[src/rtl/rbs_pkg.sv]
`timescale 1ns/1ps
package rbs_pkg;

  typedef enum logic {
    MODE_NORMAL = 1'b0,
    MODE_DRAIN  = 1'b1
  } schedMode_e;

  // strobes from the control half to the selection datapath
  typedef struct packed {
    logic drainMode;
  } ctrlStrobes_t;

endpackage

[src/rtl/rbs_gap_timer.sv]
`timescale 1ns/1ps
module rbs_gap_timer #(
  parameter int GAP_W = 4
) (
  input  logic             clk,
  input  logic             rstN,
  input  logic             load,
  input  logic [GAP_W-1:0] gapCycles,
  output logic             blocked
);

  logic [GAP_W-1:0] remain;

  // after an issue in cycle t, remain reaches zero in cycle t+gap
  always_ff @(posedge clk or negedge rstN) begin
    if (!rstN) begin
      remain <= '0;
    end else if (load) begin
      remain <= (gapCycles == '0) ? '0 : gapCycles - 1'b1;
    end else if (remain != '0) begin
      remain <= remain - 1'b1;
    end
  end

  assign blocked = (remain != '0);

endmodule

[src/rtl/rbs_ctrl.sv]
`timescale 1ns/1ps
module rbs_ctrl
  import rbs_pkg::*;
#(
  parameter int ENTRIES = 64,
  parameter int BUSES   = 2,
  parameter int BUS_W   = 1,
  parameter int GAP_W   = 4
) (
  input  logic               clk,
  input  logic               rstN,
  input  logic [ENTRIES-1:0] reqValid,
  input  logic [ENTRIES-1:0] reqIsWrite,
  input  logic [GAP_W-1:0]   gapCycles,
  input  logic               issueValid,
  input  logic [BUS_W-1:0]   issueBus,
  output ctrlStrobes_t       ctrl,
  output logic [BUSES-1:0]   busBlocked
);

  localparam int CNT_W   = $clog2(ENTRIES + 1);
  localparam int HIGH_WM = ENTRIES / 2;
  localparam int LOW_WM  = ENTRIES / 4;

  logic [CNT_W-1:0] writeCnt;
  schedMode_e       mode;
  schedMode_e       modeNext;

  always_comb begin
    writeCnt = '0;
    for (int i = 0; i < ENTRIES; i++) begin
      writeCnt += CNT_W'(reqValid[i] & reqIsWrite[i]);
    end
  end

  always_comb begin
    modeNext = mode;
    unique case (mode)
      MODE_NORMAL: if (writeCnt > CNT_W'(HIGH_WM)) modeNext = MODE_DRAIN;
      MODE_DRAIN:  if (writeCnt < CNT_W'(LOW_WM))  modeNext = MODE_NORMAL;
      default:     modeNext = MODE_NORMAL;
    endcase
  end

  always_ff @(posedge clk or negedge rstN) begin
    if (!rstN) mode <= MODE_NORMAL;
    else       mode <= modeNext;
  end

  assign ctrl.drainMode = (mode == MODE_DRAIN);

  for (genvar b = 0; b < BUSES; b++) begin : g_bus
    rbs_gap_timer #(.GAP_W(GAP_W)) u_timer (
      .clk       (clk),
      .rstN      (rstN),
      .load      (issueValid && (issueBus == BUS_W'(b))),
      .gapCycles (gapCycles),
      .blocked   (busBlocked[b])
    );
  end

endmodule

[src/rtl/rbs_select.sv]
`timescale 1ns/1ps
module rbs_select
  import rbs_pkg::*;
#(
  parameter int ENTRIES       = 64,
  parameter int RANK_W        = 2,
  parameter int RANKS_PER_BUS = 2,
  parameter int BUSES         = 2,
  parameter int BUS_W         = 1,
  parameter int IDX_W         = 6
) (
  input  logic                      rstN,
  input  logic [ENTRIES-1:0]        reqValid,
  input  logic [ENTRIES-1:0]        reqIsWrite,
  input  logic [ENTRIES-1:0]        reqRowHit,
  input  logic [ENTRIES*RANK_W-1:0] reqRank,
  input  ctrlStrobes_t              ctrl,
  input  logic [BUSES-1:0]          busBlocked,
  output logic                      issueValid,
  output logic [IDX_W-1:0]          issueIdx,
  output logic [BUS_W-1:0]          issueBus
);

  logic [BUS_W-1:0]   entBus [ENTRIES];
  logic [ENTRIES-1:0] eligible;
  logic [ENTRIES-1:0] prefCls;
  logic [ENTRIES-1:0] tierPrefHit, tierPrefMiss, tierOtherHit, tierOtherMiss;
  logic [ENTRIES-1:0] chosen;
  logic               found;

  for (genvar i = 0; i < ENTRIES; i++) begin : g_ent
    logic [RANK_W-1:0] rankI;
    assign rankI       = reqRank[i*RANK_W +: RANK_W];
    assign entBus[i]   = BUS_W'(int'(rankI) / RANKS_PER_BUS);
    assign eligible[i] = reqValid[i] & ~busBlocked[entBus[i]];
    // drain mode swaps which class is preferred
    assign prefCls[i]  = (reqIsWrite[i] == ctrl.drainMode);
  end

  assign tierPrefHit   = eligible &  prefCls &  reqRowHit;
  assign tierPrefMiss  = eligible &  prefCls & ~reqRowHit;
  assign tierOtherHit  = eligible & ~prefCls &  reqRowHit;
  assign tierOtherMiss = eligible & ~prefCls & ~reqRowHit;

  always_comb begin
    if (|tierPrefHit)       chosen = tierPrefHit;
    else if (|tierPrefMiss) chosen = tierPrefMiss;
    else if (|tierOtherHit) chosen = tierOtherHit;
    else                    chosen = tierOtherMiss;
  end

  // lowest index wins inside the chosen tier
  always_comb begin
    found    = 1'b0;
    issueIdx = '0;
    for (int i = ENTRIES - 1; i >= 0; i--) begin
      if (chosen[i]) begin
        found    = 1'b1;
        issueIdx = IDX_W'(i);
      end
    end
  end

  assign issueValid = rstN & found;
  assign issueBus   = entBus[issueIdx];

endmodule

[src/rtl/rankbus_cmd_sched.sv]
`timescale 1ns/1ps
module rankbus_cmd_sched
  import rbs_pkg::*;
#(
  parameter int ENTRIES       = 64,
  parameter int RANKS         = 4,
  parameter int RANKS_PER_BUS = 2,
  parameter int GAP_W         = 4,
  localparam int IDX_W        = $clog2(ENTRIES),
  localparam int RANK_W       = $clog2(RANKS)
) (
  input  logic                      clk,
  input  logic                      rstN,
  input  logic [ENTRIES-1:0]        reqValid,
  input  logic [ENTRIES-1:0]        reqIsWrite,
  input  logic [ENTRIES-1:0]        reqRowHit,
  input  logic [ENTRIES*RANK_W-1:0] reqRank,
  input  logic [GAP_W-1:0]          gapCycles,
  output logic                      issueValid,
  output logic [IDX_W-1:0]          issueIdx
);

  localparam int BUSES = RANKS / RANKS_PER_BUS;
  localparam int BUS_W = (BUSES > 1) ? $clog2(BUSES) : 1;

  ctrlStrobes_t     ctrlBus;
  logic [BUSES-1:0] busBlocked;
  logic [BUS_W-1:0] issueBus;
  logic             drainModeTap;

  assign drainModeTap = ctrlBus.drainMode;

  rbs_ctrl #(
    .ENTRIES (ENTRIES),
    .BUSES   (BUSES),
    .BUS_W   (BUS_W),
    .GAP_W   (GAP_W)
  ) u_ctrl (
    .clk        (clk),
    .rstN       (rstN),
    .reqValid   (reqValid),
    .reqIsWrite (reqIsWrite),
    .gapCycles  (gapCycles),
    .issueValid (issueValid),
    .issueBus   (issueBus),
    .ctrl       (ctrlBus),
    .busBlocked (busBlocked)
  );

  rbs_select #(
    .ENTRIES       (ENTRIES),
    .RANK_W        (RANK_W),
    .RANKS_PER_BUS (RANKS_PER_BUS),
    .BUSES         (BUSES),
    .BUS_W         (BUS_W),
    .IDX_W         (IDX_W)
  ) u_sel (
    .rstN       (rstN),
    .reqValid   (reqValid),
    .reqIsWrite (reqIsWrite),
    .reqRowHit  (reqRowHit),
    .reqRank    (reqRank),
    .ctrl       (ctrlBus),
    .busBlocked (busBlocked),
    .issueValid (issueValid),
    .issueIdx   (issueIdx),
    .issueBus   (issueBus)
  );

endmodule

[config.mk]
export PLATFORM = sky130hd
export DESIGN_NAME = rankbus_cmd_sched
export DESIGN_NICKNAME = d
export VERILOG_FILES = /design/src/rtl/rbs_pkg.sv /design/src/rtl/rbs_gap_timer.sv /design/src/rtl/rbs_ctrl.sv /design/src/rtl/rbs_select.sv /design/src/rtl/rankbus_cmd_sched.sv
export SDC_FILE = /design/constraint.sdc
export NUM_CORES = 1
export LEC_CHECK = 0
export BUFFER_PORTS_ARGS = -buffer_cell sky130_fd_sc_hd__clkbuf_2
export CORE_ASPECT_RATIO = 2
export CORE_MARGIN = 8
export CORE_UTILIZATION = 55
export CTS_CLUSTER_SIZE = 20
export DETAILED_ROUTE_END_ITERATION = 7
export PLACE_DENSITY = 0.84
export SLEW_MARGIN = 20
export SYNTH_ARGS = -nofsm -noshare
export SYNTH_HDL_FRONTEND = slang
export SYNTH_SLANG_ARGS = --single-unit
[constraint.sdc]
create_clock -name clk -period 6.78 [get_ports clk]
set_clock_uncertainty 0.1 [all_clocks]
set_input_delay 1.017 -clock clk [delete_from_list [all_inputs] [get_ports clk]]
set_output_delay 1.017 -clock clk [all_outputs]
set_load 0.05 [all_outputs]
==> results of run 1 <==
-- synth_stat cells, types with 7 or more instances --
cell type  count  area, sq um
nor4_2         7         87.6
o21a_1        22          165
nor3_1        44          220
a21oi_1       26          130
xor2_1        56          490
inv_1        121          454
nand2b_1      16          100
clkbuf_1      17         63.8
o211ai_1      60          450
nor4bb_1      64          641
mux2i_1        7         70.1
a31oi_1       14         87.6
nor2_1        67          251
o21ai_1       18         90.1
xnor2_1       67          587
nand2_1       84          315
nor4_1        26          163
and2_1        42          263
nor4b_1       70          613
dfrtp_1        9          225
fa_1          54         1080
nor2b_1       14         87.6
buf_6          8         90.1
nand3_1       27          135
nand4_1       28          175
o2111ai_1    141         1230
buf_4         23          173
a311oi_1       7         61.3
a211oi_1       7         52.6
o311ai_1       7         61.3
or3_1         10         62.6
or2_2          8         50.1
buf_2         39          195
a21o_1        13         97.6
o32ai_1       10         87.6
o41ai_1       16          140
o21ai_0       67          335
o311ai_0       9         78.8
o31ai_1       15          113
ha_1          19          238
o221ai_1      11         96.3
-- kinds of logic after synthesis --
kind of cell | after synthesis | synth area share, %
xor gates and xnor gates | 123 | 9.35
buffers and inverters | 214 | 8.68
muxes | 14 | 1.33
AOI/OAI and AO/OA | 539 | 36.5
adders and majority gates | 73 | 11.5
and+or+nand+nor | 551 | 30.7
DFF | 9 | 1.96
-- routing by layer --
metal / GRT overflow / global-route usage, %
met1: 22 / 78.5
met2: 1359 / 118
met3: 18 / 72.3
met4: 447 / 104
met5: 0 / 36.6
-- what timing repair did --
item,CTS
pin swaps,40
cloned,2
setup endpoints to repair,16
endpoints found under the hold margin,0
buffers inserted,20
gates resized for setup,136
-- per-stage QoR --
step / setup slack (ps) / utilization, %
CTS: -223 / 88.8
detailed placement: -798 / 83.6
floorplan: 32.5 / -
global placement: -442 / 83.6
==> qor.csv, run 1 <==
metric;value;unit
EDFF count, synth;0;
root buf cell;clkbuf_16;
Row Count;75;
initial cell density of the core;55.5;%
global-route wire length before repair;184;mm
Synth Cell Area;11500;sq um
First Err;[ERROR GRT-0116] Global routing finished with congestion. Check the congestion regions in the DRC Viewer.;
ys async rst share;100;%
ys flop type;dfrtp_1;
Synth cell types;105;
gr ovfl total;1846;
Synth Net Count;1922;
sequential share of the synthesized area;1.96;%
pin count of the biggest net entering global routing;37;
Area after DPL;17300;sq um
Hold-fix buffers, CTS;0;
top-level port count;333;
Total GRT Usage;90.5;%
Synth warnings;0;
DP HPWL;67.7;mm
Cells after Synth;1523;
TritonCTS Sinks;9;
Failed at;5_1_grt;
syn avg cell area;7.56;sq um
dpl cells;2549;
DIE WIDTH;118;um
run status;did not finish;
vias in the first global route;26193;
Die Y;221;um
routability congestion estimate;1.37;
cts bufs inserted;3;
Yosys reg bits;9;
IO buf count;268;
CTS max path bufs;2;
H-Tree Depth;1;
==> run 2, diff against run 1 <==
Settings changed: CORE_ASPECT_RATIO 2 to unset, CORE_UTILIZATION 55 to 40, CTS_CLUSTER_SIZE 20 to unset, PLACE_DENSITY 0.84 to unset, PLACE_DENSITY_LB_ADDON set to 0.15.
==> qor.csv, run 2 <==
metric;value;unit;change
Slew headroom;49.2;%;
cts bufs inserted;3;;unchanged
vias;19457;;
run status;finished with violations;;
EDFF count, synth;0;;unchanged
commonest non-fill, non-tap cell in the layout;buf_4;;
Final setup viols;16;;
vias in the first global route;18114;;
H-Tree Depth;1;;unchanged
top-level port count;333;;unchanged
gr ovfl total;0;;
Hold WC Path Type;primary input to asynchronous set/reset pin;;
pin count of the biggest net entering global routing;33;;
Tmin final;7160;ps;
Critical Path RT;6800;ps;
Synth Net Count;1922;;unchanged
dpl cells;2849;;+12%
ys flop type;dfrtp_1;;
DRT Pass-1 Iters;6;;
Setup CP Type;flop to flop;;
fin cells;2890;;
violated checks;negative setup slack;;
Hold-fix buffers, CTS;0;;unchanged
CTS tree;yes;;
area delta synth->final;86.4;%;
Row Count;62;;-17%
IO buf count;268;;unchanged
global-route wire length before repair;115;mm;
DIE WIDTH;186;um;+57%
detailed-route DRC error count;0;;
Top delay family on crit path;compound AO/OA/AOI/OAI gates;;
Final Hold Fails;0;;
Synth warnings;0;;unchanged
VDD IR max;2.08;mV;
final hold slack;610;ps;
Synth cell types;105;;unchanged
Post-synth top cells;o2111ai_1 (141), inv_1 (121), nand2_1 (84);;
CTS max path bufs;2;;unchanged
root buf cell;clkbuf_16;;
count leader, synth;o2111ai_1;;
Die Area;34500;sq um;
CP bufs+invs;9;;
Leakage;9.72;nW;
leading area contributor after synthesis;o2111ai_1;;
core footprint;28500;sq um;
Crit-path slowest cell;o2111ai_2;;
vias per inst;6.73;;
drt wl/cell;29.7;um;
fin crit share;106;%;
Max Clk Rate;140;MHz;
DRC marker count from the first detailed-route iteration;2828;;
Synth Cell Area;11500;sq um;unchanged
Die Y;186;um;-16%
Clk pin slew, worst setup/hold paths;40;ps;
initial cell density of the core;40.3;%;-15 points
clock network latency to the later pin of the worst-skew pair;250;ps;
final net count;2904;;
Antenna Nets Post-Route;0;;
total power;0.0153;W;
top cell type's share of synthesized area;10.7;%;unchanged
DP HPWL;69.2;mm;+2.3%
slowest cell delay on critical path;520;ps;
commonest non-fill, non-tap cells in the layout;buf_4 (742), clkbuf_2 (258), inv_1 (113);;
sequential share of the synthesized area;1.96;%;unchanged
max-cap viol count;0;;
initial antenna violation count;3;;
CP Capture Type;flop;;
Total GRT Usage;45.3;%;
syn avg cell area;7.56;sq um;unchanged
RSZ-0062 raised after global routing;yes;;
Synth area leaders;o2111ai_1 (11%), fa_1 (9.4%), nor4bb_1 (5.6%);;
Critical Path Start Type;flop;;
largest register by flop count;u_ctrl.g_bus.u_timer.remain;;
Yosys reg bits;9;;unchanged
Cell Pwr Density;712;nW/um^2;
Cells after Synth;1523;;unchanged
Final WS setup;-384;ps;
share of cells above drive strength 1;54.5;%;
Final Slew Violations;0;;
worst path arrival time;7180;ps;
Critical Path Fanout Max;8;;
max FFs per register;8;;
TritonCTS Sinks;9;;unchanged
DRT Wirelength;85.7;mm;
routability congestion estimate;1.16;;-15%
Slew @ Worst Pin;760;ps;
ys async rst share;100;%;unchanged
-- run 2: cells by family after synthesis --
logic type | after synthesis | share of synthesized area (%)
compound gates | 539 | 36.5
xor+xnor | 123 | 9.35
fa+ha+maj | 73 | 11.5
buf+inv | 214 | 8.68
flops | 9 | 1.96
mux | 14 | 1.33
simple gates | 551 | 30.7
-- run 2: final cells by class --
type,instances,area [sq um]
Antenna cell,2,5.00
Clock buffer,4,78.8
Fill cell,2232,7080
Inverter,125,475
Multi-Input combinational cell,1300,12300
Sequential cell,9,234
Tap cell,384,480
Timing Repair Buffer,1066,7920
-- run 2: metrics by stage --
stage	setup slack [ps]	utilization [%]	instance area, sq um	TNS [ps]
2_1_floorplan	32.5	-	11500	0
3_3_place_gp	-850	66.2	18900	-7870
3_5_place_dp	-812	66.2	18900	-8370
4_1_cts	-245	70.0	20000	-256
5_1_grt	-515	75.2	21500	-5160
6_report	-384	75.2	21500	-3090
-- run 2: repair_timing --
item,in CTS,in global routing
buffers inserted,12,27
gates cloned,0,5
setup endpoints to repair,16,16
gates resized for setup,160,211
hold endpoints to repair,0,0
pin swaps,49,86
-- run 2: worst paths after layout --
kind                                                    from                                 to  slack (ps)  depth (start not counted)
max                        u_ctrl.g_bus[0].u_timer.remain[1]  u_ctrl.g_bus[1].u_timer.remain[0]        -380                         29
min                                                     rstN  u_ctrl.g_bus[0].u_timer.remain[2]         610                          1
max reg2reg                u_ctrl.g_bus[0].u_timer.remain[1]  u_ctrl.g_bus[1].u_timer.remain[0]        -380                         29
min reg2reg                u_ctrl.g_bus[1].u_timer.remain[1]  u_ctrl.g_bus[1].u_timer.remain[3]         660                          4
max in group asynchronous                               rstN                        u_ctrl.ctrl        5630                          1
min in group clk           u_ctrl.g_bus[1].u_timer.remain[1]  u_ctrl.g_bus[1].u_timer.remain[3]         660                          4
-- run 2: metal layers --
layer  vias up  wire length, um  track usage [%]
li1       8128                -                -
met2      1701            34700             67.6
met3       470            12000             9.97
met4         2             8630             31.7
met5         -               14                0
met1      9156            30400             57.2
-- run 2: power breakdown --
part	internal, W	total, W	switching [W]
registers	0.0000917	0.000147	0.0000550
logic	0.00698	0.0150	0.00804
clock network	0.0000791	0.000110	0.0000307
(Power assumes the default switching activity.)
==> run 3, diff against run 2 <==
Settings changed: BUFFER_PORTS_ARGS -buffer_cell sky130_fd_sc_hd__clkbuf_2 to unset, DONT_BUFFER_PORTS set to 1.
==> qor.csv, run 3 (same netlist as run 2, synthesis figures left out) <==
metric;value;unit;change
Worst R2R Path Depth;27;;-6.9%
RR Endpoint;u_ctrl.g_bus[0].u_timer.remain[0];;
violated checks;negative setup slack;;
VDD IR max;2.01;mV;-3.0%
DIE WIDTH;186;um;unchanged
largest register by flop count;u_ctrl.g_bus.u_timer.remain;;
Metal-1 WL;29.6;mm;-2.4%
CP dominant cell by count;nand4_1;;
DRT Wirelength;84.1;mm;-1.9%
Critical Path Start Type;flop;;
CP Capture Type;flop;;
Final Hold Fails;0;;unchanged
CTS tree;yes;;
Setup CP Type;flop to flop;;
top layer in use;met4;;
CP bufs+invs;7;;-2
Final setup viols;10;;-6
Hold-fix buffers, CTS;0;;unchanged
wire length on met2;34.1;mm;-1.7%
area delta synth->final;64.3;%;
setup slack after placement;-625;ps;+187 ps
root buf cell;clkbuf_16;;
commonest non-fill, non-tap cells in the layout;buf_4 (595), inv_1 (114), o2111ai_1 (92);;
worst reg2reg path startpoint;u_ctrl.g_bus[0].u_timer.remain[1];;
max-cap viol count;0;;unchanged
Crit-path slowest cell;a2111oi_4;;
Critical Path Fanout Max;15;;+7
detailed-route DRC error count;0;;unchanged
R2R Setup Slk;-290;ps;+90 ps
WL met3;12.3;mm;+2.3%
share of cells above drive strength 1;45.1;%;-9.5 points
run status;finished with violations;;
clock network latency to the later pin of the worst-skew pair;240;ps;about the same
cts bufs inserted;3;;unchanged
initial cell density of the core;40.3;%;unchanged
IO buf count;0;;-100%
Tmin final;7070;ps;-93.4 ps
Final Slew Violations;0;;unchanged
Slew @ Worst Pin;636;ps;-124 ps
max FFs per register;8;;unchanged
Die Area;34500;sq um;unchanged
Die Y;186;um;unchanged
gr ovfl total;0;;unchanged
commonest non-fill, non-tap cell in the layout;buf_4;;
Slew headroom;56.5;%;+7.3 points
slowest cell delay on critical path;440;ps;-80 ps
CTS max path bufs;2;;unchanged
routability congestion estimate;1.13;;-2.5%
global-route wire length before repair;112;mm;-2.5%
initial antenna violation count;3;;unchanged
Critical Path RT;6800;ps;about the same
Clk pin slew, worst setup/hold paths;40;ps;about the same
Hold WC Path Type;primary input to asynchronous set/reset pin;;
core footprint;28500;sq um;unchanged
vias in the first global route;16082;;-11%
fin crit share;104;%;-1.4 points
vias per inst;7.09;;+5.3%
fin util;66.3;%;-8.9 points
RSZ-0062 raised after global routing;yes;;
DRC marker count from the first detailed-route iteration;2146;;-24%
Leakage;7.81;nW;-20%
Max Clk Rate;141;MHz;+1.3%
drt wl/cell;33.9;um;+14%
Total GRT Usage;44.7;%;-0.53 points
TritonCTS Sinks;9;;unchanged
Row Count;62;;unchanged
Fillers;2488;;+11%
Cell Pwr Density;756;nW/um^2;+6.2%
Top delay family on crit path;compound AO/OA/AOI/OAI gates;;
area of the multi-input gates;12200;sq um;-0.55%
Seq. cell area;234;sq um;unchanged
worst path arrival time;7090;ps;-90 ps
pin count of the biggest net entering global routing;32;;-3.0%
Antenna Nets Post-Route;0;;unchanged
H-Tree Depth;1;;unchanged
final net count;2486;;-14%
top-level port count;333;;unchanged
Final WS setup;-291;ps;+93.4 ps
DP HPWL;68.2;mm;-1.5%
DRT Pass-1 Iters;6;;unchanged
final hold slack;374;ps;-236 ps
vias;17587;;-9.6%
## run 3: changes by cell type in the layout (fill, tap and decap cells not counted), sizes merged
| cell | delta |
|---|---|
| buf | -159 |
| clkbuf | -260 |
| clkinvlp | +1 |
| diode | +9 |
## run 3: what timing repair did
action                                 in CTS  in global routing
gates resized for setup                   130                208
setup buffers                              12                 29
pin swaps                                  56                 49
setup endpoints to repair                  16                 16
gates cloned                                3                  8
endpoints found under the hold margin       0                  0
## run 3: power by group
group	internal (W)	leakage, nW	switching [W]
clock	0.0000780	0.0409	0.0000291
combinational	0.00645	7.67	0.00761
sequential	0.0000923	0.102	0.0000303
total	0.00662	7.81	0.00767
## run 3: worst max path at each step
stage	start	endpoint	slack, ps	cells after the start
floorplan	reqValid[0]	u_ctrl.ctrl	30	21
global placement	reqRank[109]	u_ctrl.g_bus[0].u_timer.remain[0]	-620	28
detailed placement	reqValid[6]	u_ctrl.ctrl	-630	23
CTS	reqValid[8]	u_ctrl.ctrl	-160	22
global route	u_ctrl.g_bus[1].u_timer.remain[1]	u_ctrl.g_bus[0].u_timer.remain[0]	-340	27
finish	u_ctrl.g_bus[0].u_timer.remain[1]	u_ctrl.g_bus[0].u_timer.remain[0]	-290	27
## run 3: cell type report
| type | count | share of cell area [%] |
|---|---|---|
| sequential | 9 | 1.24 |
| clock buffer | 3 | 0.397 |
| tap | 384 | 2.54 |
| clock inverter | 1 | 0.0265 |
| multi-input combinational | 1300 | 64.5 |
| antenna | 11 | 0.146 |
| inverter | 125 | 2.54 |
| timing repair buffer | 648 | 28.6 |
## run 3: per-layer routing
layer	vias to the layer above	global-route usage [%]
li1	7298	-
met1	8454	53.9
met2	1462	66.5
met3	373	14.9
met4	0	30.8
met5	-	0
## run 3: metrics by stage
step	power, W	std cells	area (sq um)	TNS (ps)
CTS	0.0125	2443	17300	-169
detailed placement	0.0113	2425	16300	-5390
global route	0.0148	2471	18900	-2370
finish	0.0143	2481	18900	-1650
global placement	0.0111	2425	16300	-5260
floorplan	0.00586	1523	11500	0
